## src/rtl/irq_combiner_pkg.sv

```systemverilog
package irq_combiner_pkg;
  localparam int unsigned REG_AW = 3;

  typedef enum logic [REG_AW-1:0] {
    RA_MASK   = 3'd0,
    RA_EDGE   = 3'd1,
    RA_CTRL   = 3'd2,
    RA_SPACE  = 3'd3,
    RA_STATUS = 3'd4,
    RA_PEND   = 3'd5
  } reg_addr_e;

  localparam int unsigned CTRL_FORCE_BIT = 0;
  localparam int unsigned CTRL_MSI_BIT   = 1;
endpackage

```

## src/rtl/irq_src_cell.sv

```systemverilog
module irq_src_cell (
  input  logic clk,
  input  logic rst,
  input  logic src_in,
  input  logic edge_mode,
  input  logic clr,
  output logic status
);
  logic src_q;
  logic sticky_q;
  logic rise;

  assign rise = src_in & ~src_q;

  always_ff @(posedge clk) begin
    if (rst) begin
      src_q    <= 1'b0;
      sticky_q <= 1'b0;
    end else begin
      src_q <= src_in;
      if (edge_mode && rise) begin
        sticky_q <= 1'b1;
      end else if (clr) begin
        sticky_q <= 1'b0;
      end
    end
  end

  assign status = edge_mode ? sticky_q : src_q;
endmodule

```

## src/rtl/irq_regfile.sv

```systemverilog
module irq_regfile
  import irq_combiner_pkg::*;
#(
  parameter int unsigned NSRC    = 8,
  parameter int unsigned TIMER_W = 16,
  parameter int unsigned DATA_W  = 32
) (
  input  logic               clk,
  input  logic               rst,
  input  logic               we,
  input  logic [REG_AW-1:0]  addr,
  input  logic [DATA_W-1:0]  wdata,
  input  logic [NSRC-1:0]    status,
  output logic [NSRC-1:0]    mask_q,
  output logic [NSRC-1:0]    edge_q,
  output logic               force_q,
  output logic               msi_mode_q,
  output logic [TIMER_W-1:0] space_q,
  output logic [NSRC-1:0]    clr_vec,
  output logic [DATA_W-1:0]  rdata
);
  reg_addr_e         sel;
  logic [DATA_W-1:0] rd_nxt;
  logic              unused_wdata;

  assign sel          = reg_addr_e'(addr);
  assign unused_wdata = ^wdata;
  assign clr_vec      = (we && sel == RA_STATUS) ? wdata[NSRC-1:0] : '0;

  always_ff @(posedge clk) begin
    if (rst) begin
      mask_q     <= '1;
      edge_q     <= '0;
      force_q    <= 1'b0;
      msi_mode_q <= 1'b0;
      space_q    <= '0;
    end else if (we) begin
      case (sel)
        RA_MASK:  mask_q  <= wdata[NSRC-1:0];
        RA_EDGE:  edge_q  <= wdata[NSRC-1:0];
        RA_CTRL: begin
          force_q    <= wdata[CTRL_FORCE_BIT];
          msi_mode_q <= wdata[CTRL_MSI_BIT];
        end
        RA_SPACE: space_q <= wdata[TIMER_W-1:0];
        default: ;
      endcase
    end
  end

  always_comb begin
    rd_nxt = '0;
    case (sel)
      RA_MASK:   rd_nxt[NSRC-1:0]    = mask_q;
      RA_EDGE:   rd_nxt[NSRC-1:0]    = edge_q;
      RA_CTRL: begin
        rd_nxt[CTRL_FORCE_BIT] = force_q;
        rd_nxt[CTRL_MSI_BIT]   = msi_mode_q;
      end
      RA_SPACE:  rd_nxt[TIMER_W-1:0] = space_q;
      RA_STATUS: rd_nxt[NSRC-1:0]    = status;
      RA_PEND:   rd_nxt[NSRC-1:0]    = status & ~mask_q;
      default:   rd_nxt              = '0;
    endcase
  end

  always_ff @(posedge clk) begin
    if (rst) rdata <= '0;
    else     rdata <= rd_nxt;
  end
endmodule

```

## src/rtl/irq_rate_gen.sv

```systemverilog
module irq_rate_gen #(
  parameter int unsigned TIMER_W = 16
) (
  input  logic               clk,
  input  logic               rst,
  input  logic               any_req,
  input  logic               msi_mode,
  input  logic [TIMER_W-1:0] space,
  output logic               msi_irq,
  output logic               inta_irq
);
  logic [TIMER_W-1:0] cnt_q;
  logic               prev_q;
  logic               exp_q;
  logic               busy;
  logic               fire;
  logic               inta_nxt;
  logic               load;

  assign busy     = (cnt_q != '0);
  assign fire     = msi_mode & any_req & ~busy & (~prev_q | exp_q);
  assign inta_nxt = ~msi_mode & (any_req ? (inta_irq | ~busy) : (inta_irq & busy));
  assign load     = fire | (inta_nxt & ~inta_irq);

  always_ff @(posedge clk) begin
    if (rst) begin
      cnt_q    <= '0;
      prev_q   <= 1'b0;
      exp_q    <= 1'b0;
      msi_irq  <= 1'b0;
      inta_irq <= 1'b0;
    end else begin
      prev_q   <= any_req;
      exp_q    <= (cnt_q == TIMER_W'(1));
      msi_irq  <= fire;
      inta_irq <= inta_nxt;
      if (load)      cnt_q <= space;
      else if (busy) cnt_q <= cnt_q - 1'b1;
    end
  end
endmodule

```

## src/rtl/irq_combiner.sv

```systemverilog
module irq_combiner
  import irq_combiner_pkg::*;
#(
  parameter int unsigned NUM_SLOTS = 3,
  parameter int unsigned TIMER_W   = 16,
  parameter int unsigned DATA_W    = 32
) (
  input  logic                   clk,
  input  logic                   rst,
  input  logic [2*NUM_SLOTS-1:0] slot_irq,
  input  logic                   pwr_fault,
  input  logic                   reg_we,
  input  logic [2:0]             reg_addr,
  input  logic [DATA_W-1:0]      reg_wdata,
  output logic [DATA_W-1:0]      reg_rdata,
  output logic                   msi_irq,
  output logic                   inta_irq
);
  localparam int unsigned NSRC = 2 * NUM_SLOTS + 2;

  logic [NSRC-1:0]    src_all;
  logic [NSRC-1:0]    status_vec;
  logic [NSRC-1:0]    mask_q;
  logic [NSRC-1:0]    edge_q;
  logic [NSRC-1:0]    clr_vec;
  logic               force_q;
  logic               msi_mode_q;
  logic [TIMER_W-1:0] space_q;
  logic               any_req;

  assign src_all = {force_q, pwr_fault, slot_irq};

  irq_regfile #(.NSRC(NSRC), .TIMER_W(TIMER_W), .DATA_W(DATA_W)) u_regs (
    .clk(clk), .rst(rst), .we(reg_we), .addr(reg_addr), .wdata(reg_wdata),
    .status(status_vec), .mask_q(mask_q), .edge_q(edge_q), .force_q(force_q),
    .msi_mode_q(msi_mode_q), .space_q(space_q), .clr_vec(clr_vec),
    .rdata(reg_rdata)
  );

  for (genvar i = 0; i < NSRC; i++) begin : g_src
    irq_src_cell u_cell (
      .clk(clk), .rst(rst), .src_in(src_all[i]), .edge_mode(edge_q[i]),
      .clr(clr_vec[i]), .status(status_vec[i])
    );
  end

  assign any_req = |(status_vec & ~mask_q);

  irq_rate_gen #(.TIMER_W(TIMER_W)) u_rate (
    .clk(clk), .rst(rst), .any_req(any_req), .msi_mode(msi_mode_q),
    .space(space_q), .msi_irq(msi_irq), .inta_irq(inta_irq)
  );
endmodule

```

## config.mk

```make
export PLATFORM = sky130hd
export DESIGN_NAME = irq_combiner
export DESIGN_NICKNAME = d
export VERILOG_FILES = /design/src/rtl/irq_combiner_pkg.sv /design/src/rtl/irq_src_cell.sv /design/src/rtl/irq_regfile.sv /design/src/rtl/irq_rate_gen.sv /design/src/rtl/irq_combiner.sv
export SDC_FILE = /design/constraint.sdc
export NUM_CORES = 1
export LEC_CHECK = 0
export ABC_AREA = 1
export BUFFER_PORTS_ARGS = -buffer_cell sky130_fd_sc_hd__buf_4
export CORE_MARGIN = 5
export CORE_UTILIZATION = 49
export DETAILED_ROUTE_END_ITERATION = 8
export GPL_ROUTABILITY_DRIVEN = 0
export PLACE_DENSITY_LB_ADDON = 0.05
export SLEW_MARGIN = 5
export SYNTH_ARGS = -nofsm -noshare
export SYNTH_HDL_FRONTEND = slang
export SYNTH_SLANG_ARGS = --single-unit
```

## constraint.sdc

```tcl
create_clock -name clk -period 1.64 [get_ports clk]
set_clock_uncertainty 0.1 [all_clocks]
set_input_delay 0.328 -clock clk [delete_from_list [all_inputs] [get_ports clk]]
set_output_delay 0.328 -clock clk [all_outputs]
set_load 0.1 [all_outputs]
```

Word level (Yosys, flattened, before mapping)

Cells that the tools add are included.

Memory bits (writable): 0
Bits of input ports: 45
Memories: 0
Bits in latches: 0
Logic and storage cells: 124
ROM bits: 0
Output and inout port bits: 34
Bits in registers: 102

Multipliers: 0
Eq/ne operators: 6
Order comparisons: 0
Reduce and logical (&&, ||, !) cells: 26
Bitwise operators: 32
Mux-type cells: 30
Shift operators: 0
Divide/modulo/power cells: 0
Add/subtract/negate cells: 1

Operator list:

| cell                                                                    | number |
|---|---|
| 16-bit 2-to-1 mux                                                       | 2 |
| 6-bit one-hot mux with 5 select lines                                   | 1 |
| 1-bit 2-to-1 mux                                                        | 25 |
| 2-bit nonzero test                                                      | 9 |
| 16-bit by 1-bit equality test with 1-bit output (second input constant) | 1 |
| 16-bit nonzero test                                                     | 1 |
| 16-bit by 1-bit subtractor with 16-bit output (second input constant)   | 1 |
| 1-bit AND                                                               | 14 |
| 1-bit NOT                                                               | 13 |
| 2-bit one-hot mux with 6 select lines                                   | 1 |
| 1-bit logical AND                                                       | 9 |
| 8-bit AND                                                               | 1 |
| 8-bit 2-to-1 mux                                                        | 1 |
| 8-bit NOT                                                               | 1 |
| 2-bit AND reduction                                                     | 4 |
| 8-bit OR reduction                                                      | 1 |
| 3-bit by 2-bit equality test with 1-bit output (second input constant)  | 2 |
| 3-bit equality test (second input constant)                             | 2 |
| 3-bit by 1-bit equality test with 1-bit output (second input constant)  | 1 |
| 3-bit zero test                                                         | 1 |
| 1-bit OR                                                                | 3 |
| 2-bit OR reduction                                                      | 1 |

Logic depth before layout (Yosys ltp)

Word-level depth: 8
Mapped depth: 12
Mapped depth without buffers: 12

Hierarchy

From an unflattened synthesis, not the netlist that was laid out.

Cells, all modules: 629
Area, all modules: 4324.1 um2

By module, submodules not included:

| module       | seq. area each (um2) | area an instance (um2) | times used | cells an instance |
|---|---|---|---|---|
| irq_regfile  | 1001.0               | 2197.1                 | 1          | 306 |
| irq_rate_gen | 400.4                | 1320.0                 | 1          | 196 |
| irq_src_cell | 40.0                 | 90.1                   | 8          | 13 |
| irq_combiner | 0.0                  | 86.3                   | 1          | 23 |

Worst setup path before layout

Ideal clock, no wire load.

Path type: register to register
From: register u_rate.inta_irq
To: register u_rate.cnt_q[10]
Cell stages (with the launch flop): 7
Arrival: 1.622 ns
Slack: -0.222 ns
Setup time: 0.140 ns
Clock period less this slack: 1.862 ns
Path buffers: 1
Required time: 1.400 ns
Path through: dfxtp_1 > inv_1 > nand4_4 > nand2_4 > buf_12 > nand2_2 > a21oi_2

Word-level cells in the longest chain between the ends: 6
Elaborated cells on any way between the ends: 9
Classes of those cells: mux (2); bitwise (6); reduce/logical (1)

RTL lines:

| element                                                        | line               | source |
|---|---|---|
| start, declared                                                | irq_rate_gen.sv:10 | `output logic inta_irq` |
| start signal, assigned                                         | irq_rate_gen.sv:36 | `inta_irq <= inta_nxt;` |
| 1-bit AND / 1-bit OR (equally long branches)                   | irq_rate_gen.sv:22 | `assign inta_nxt = ~msi_mode & (any_req ? (inta_irq \| ~busy) : (inta_irq & busy));` |
| 1-bit 2-to-1 mux                                               | irq_rate_gen.sv:22 |  |
| 1-bit AND                                                      | irq_rate_gen.sv:22 |  |
| 1-bit AND *                                                    | irq_rate_gen.sv:23 | `assign load = fire \| (inta_nxt & ~inta_irq);` |
| 1-bit OR *                                                     | irq_rate_gen.sv:23 |  |
| 16-bit 2-to-1 mux / 2-bit nonzero test (equally long branches) | --                 |  |
| end signal, assigned                                           | irq_rate_gen.sv:37 | `if (load) cnt_q <= space;` |
| end signal, assigned                                           | irq_rate_gen.sv:38 | `else if (busy) cnt_q <= cnt_q - 1'b1;` |
| end, declared                                                  | irq_rate_gen.sv:12 | `logic [TIMER_W-1:0] cnt_q;` |

Mark *: on every way between the ends. The rest lies on a longest branch, timed or not.
A chain may end at the register's enable or synchronous reset.

Final worst setup path

From: register u_rate.cnt_q[5]
To: register u_rate.cnt_q[1]

Word-level cells in the longest chain between the ends: 8
Elaborated cells on any way between the ends: 12
Classes of those cells: mux (2); bitwise (8); reduce/logical (2)

RTL lines:

| element                                                        | line                                   | source |
|---|---|---|
| 16-bit nonzero test *                                          | irq_rate_gen.sv:20                     | `assign busy = (cnt_q != '0);` |
| 1-bit NOT                                                      | irq_rate_gen.sv:21, irq_rate_gen.sv:22 |  |
| 1-bit OR                                                       | irq_rate_gen.sv:22                     |  |
| 1-bit 2-to-1 mux                                               | irq_rate_gen.sv:22                     |  |
| 1-bit AND                                                      | irq_rate_gen.sv:22                     |  |
| 1-bit AND                                                      | irq_rate_gen.sv:23                     |  |
| 1-bit OR                                                       | irq_rate_gen.sv:23                     |  |
| 16-bit 2-to-1 mux / 2-bit nonzero test (equally long branches) | --                                     |  |

Marked as above.

==> results <==
- The flow ran to the end, but the final reports show violations.
- The final reports fail on negative setup slack.
- The final net count is roughly 680.
- Once detailed placement completed, the half-perimeter wirelength came to just over 7000 um.
- The average instance area after synthesis is about 7.6 um2.
- The TritonCTS buffer count is 9.
- Derived from the worst setup path, the maximum achievable clock frequency is between 0.5 and 0.6 GHz.
- The number of endpoints failing setup at the final stage is 9.
- The die area is 9860 um2.
- STA classifies the critical path startpoint as a register.
- Hold repair after CTS inserted 0 buffers.
- During placement, the flow inserted port buffers numbering 46.
- The sequential area share after synthesis is 44.0%.
- After detailed routing, the average wire length per cell comes to ~14 um.
- The worst setup margin is -48.6 ps.
- For flop-to-flop paths, the worst setup slack is -50 ps.
- Setup repair after global routing could not meet its margin everywhere.
- The first detailed-routing pass took 4 iterations.
- The post-synthesis sequential element count is 86.
- The number of global-route vias before repair was approximately 3600.
- The most common library cell in the layout ignoring fill and taps is buf_4.
- Clock-pin slew was measured on the worst setup and hold paths at approximately 90 ps.
- By startpoint and endpoint, the worst setup path is classified as register to register.
- STA classifies the critical path endpoint as a register.
- The number of antenna diodes in the final layout is 0.
- In this run the count of I/O pins placed on the die edge is 79.
- The remaining routing DRC violations is 0.
- The count of endpoints failing hold in the final timing report is 0.
- The initial antenna violation count is 0.
- The post-route standard cell area excluding fillers is ~5200 um2.
- Final hold analysis gives a worst-case slack of 89.5 ps.
- The synthesized netlist occupies a cell area of roughly 3900 um2.
- For this run, the number of Yosys warnings is 0.
- The total power of the final layout is ~0.0073 W.
- In this run the worst hold path is classified as input pin to register.
- Global routing consumed, over all layers together, between 20% and 30% of the routing resources.
- The final wirelength is approximately 10000 um.
- The final route contains 3680 vias.
- The floorplan step set the die height to between 90 and 100 um.
- For the worst-skew pair, the clock arrives at the later sink with an insertion delay of about 350 ps.
- The required time at the endpoint of the critical path is ~1800 ps.
- After synthesis, the netlist uses 36 different library cells.
- Row generation in the floorplan step produced 32 rows.
- The CTS sink count is 86.
- The cell area power density is around 1400 nW/um2.
- The first global-routing pass estimated approximately 17000 um of wire.
- The library cells used most frequently in the layout, excluding fill and tap cells, are 117 x buf_4, 73 x dfxtp_1, 70 x nand2_1, 69 x inv_1, 43 x a21oi_1.
- The first routing iteration left approximately 120 violations.
- The tool flagged a number of max-cap violations equal to 0.
- The highest ir drop seen on vdd is just under 0.8 mV.
- The total global routing overflow is 0.
- The remaining antenna violation count is 0.
- TritonCTS built the clock tree.
- The critical path data arrival time is approximately 1800 ps.
- The area after detailed placement is 4800 um2.
- For this design the static power due to leakage is 2.36 nW.
- Dividing the final minimum period by the clock period gives 103%.
- The initial utilization of the core area, before any placement, comes to between 50% and 60%.
- The share of cells above drive strength 1 is 34.8%.
- Compared with the post-synthesis result, the final layout area differs by 33.9%.
- In the routed layout, each cell is associated on average with a via count of between 4 and 5.
- Entering global routing, the biggest net connects 28 pins.
- The chip width is 99.3 um.
- The clock period minus final worst setup slack is 1690 ps.
- Counting the fill cells in the layout gives about 680.
- The maximum count of clock buffers along a single path is 2.
- The final-report max-slew violation count is 0.
- The H-tree depth is 3.
- The root buffer cell is clkbuf_8.
- Synthesis handed over a netlist of 517 instances.
- The top fanout value on the critical path is 8.
- The area of the core is approximately 7800 um2.
[where the power goes]
group | total, W | internal (W) | switching, W | leakage (nW)
Clock | 0.00153 | 0.000757 | 0.000776 | 0.0972
Combinational | 0.00328 | 0.00143 | 0.00184 | 1.56
Sequential | 0.00252 | 0.00234 | 0.000184 | 0.707
Total | 0.00733 | 0.00453 | 0.00280 | 2.36
[path summary, 6_finish.rpt]
kind | from | end | depth (start not counted)
setup / recovery | u_rate.cnt_q[5]$_SDFFE_PP0P_ | u_rate.cnt_q[1]$_SDFFE_PP0P_ | 10
hold reg to reg | u_regs.space_q[9]$_SDFFE_PP0P_ | u_rate.cnt_q[9]$_SDFFE_PP0P_ | 2
setup reg to reg | u_rate.cnt_q[5]$_SDFFE_PP0P_ | u_rate.cnt_q[1]$_SDFFE_PP0P_ | 10
hold / removal | slot_irq[3] | g_src[3].u_cell.src_q$_SDFF_PP0_ | 3
[cell families after synthesis]
logic type | count (synthesis) | synth area share [%]
other | 1 | 0.0959
buffers and inverters | 115 | 13.1
xor gates and xnor gates | 10 | 2.24
AOI/OAI and AO/OA | 119 | 18.0
DFF | 86 | 44.0
and+or+nand+nor | 183 | 21.6
adders and majority gates | 3 | 0.960
[synthesized netlist by cell type]
cell | instances | area, um2
o21ai_0 | 25 | 125
nand2_1 | 75 | 282
clkinv_2 | 1 | 5.00
o21ai_1 | 12 | 60.1
dfxtp_1 | 86 | 1720
nor3_1 | 4 | 20.0
nor2_1 | 44 | 165
nor2_2 | 6 | 37.5
a21oi_2 | 10 | 87.6
buf_2 | 3 | 15.0
inv_2 | 11 | 41.3
ha_1 | 3 | 37.5
a2111oi_0 | 1 | 8.76
clkbuf_1 | 12 | 45.0
a211oi_1 | 2 | 15.0
a21oi_1 | 45 | 225
nand2_2 | 13 | 81.3
nand3_4 | 1 | 17.5
xor2_1 | 6 | 52.6
or2_2 | 2 | 12.5
nand2_4 | 1 | 11.3
a32oi_1 | 1 | 8.76
o211ai_1 | 8 | 60.1
nand4_4 | 1 | 21.3
xnor2_1 | 4 | 35.0
nand4_1 | 2 | 12.5
a31oi_1 | 4 | 25.0
buf_4 | 16 | 120
o22ai_1 | 4 | 25.0
o2111ai_1 | 6 | 52.6
o31a_1 | 1 | 8.76
inv_1 | 71 | 267
nand3_1 | 32 | 160
conb_1 | 1 | 3.75
buf_12 | 1 | 20.0
nor2_4 | 2 | 22.5
[cell type report]
cell class | instances | area [um2] | share of cell area, %
multi-input combinational | 332 | 1910 | 36.5
sequential | 86 | 1740 | 33.2
timing repair buffer | 121 | 941 | 18.0
inverter | 83 | 319 | 6.09
clock buffer | 12 | 145 | 2.77
tap | 102 | 128 | 2.44
clock inverter | 4 | 55.1 | 1.05
[per-stage QoR]
stage	worst slack (ps)	TNS, ps	util, %	cells
floorplan	4.15	0	-	532
global placement	-114	-814	61.8	719
detailed placement	-171	-1850	61.8	719
CTS	2.41	0	66.1	738
global route	-164	-1830	67.4	740
finish	-48.6	-146	67.4	740
[registers in the layout (all words and copies together), names as in the netlist]
| name | flops |
|---|---|
| u_regs.force_q | 1 |
| u_rate.exp_q | 1 |
| u_regs.rdata | 16 |
| u_regs.msi_mode_q | 1 |
| u_regs.edge_q | 8 |
| u_rate.msi_irq | 1 |
| u_regs.space_q | 16 |
| g_src.u_cell.src_q | 8 |
| u_rate.cnt_q | 16 |
| g_src.u_cell.sticky_q | 8 |
| u_rate.prev_q | 1 |
| u_regs.mask_q | 8 |
| u_rate.inta_irq | 1 |
[metal layers]
metal	up-vias	track usage, %	part of all wire, %	wire length [um]
met4	0	6.20	1.8	187
met2	105	32.8	46	4690
met3	15	4.98	4.8	490
met5	-	0	0	0
met1	1691	28.6	47	4780
li1	1869	-	-	-
[worst max-delay path, cell delays in order, from the launching register on]
cell and delay [ps]:
dfxtp_2 340, nor2_4 140, nand2_4 80, nor2_4 140, nand3_4 130, clkinv_4 80, nand4_4 190, nand2_8 170
nand2_1 70, nand2_1 80, a21oi_2 50
[timing repair]
item	in CTS	in global routing
cloned	1	0
endpoints found under the setup margin	16	17
pin swaps	9	10
buffers inserted	2	3
resized for setup	33	24
(Power assumes the default switching activity.)
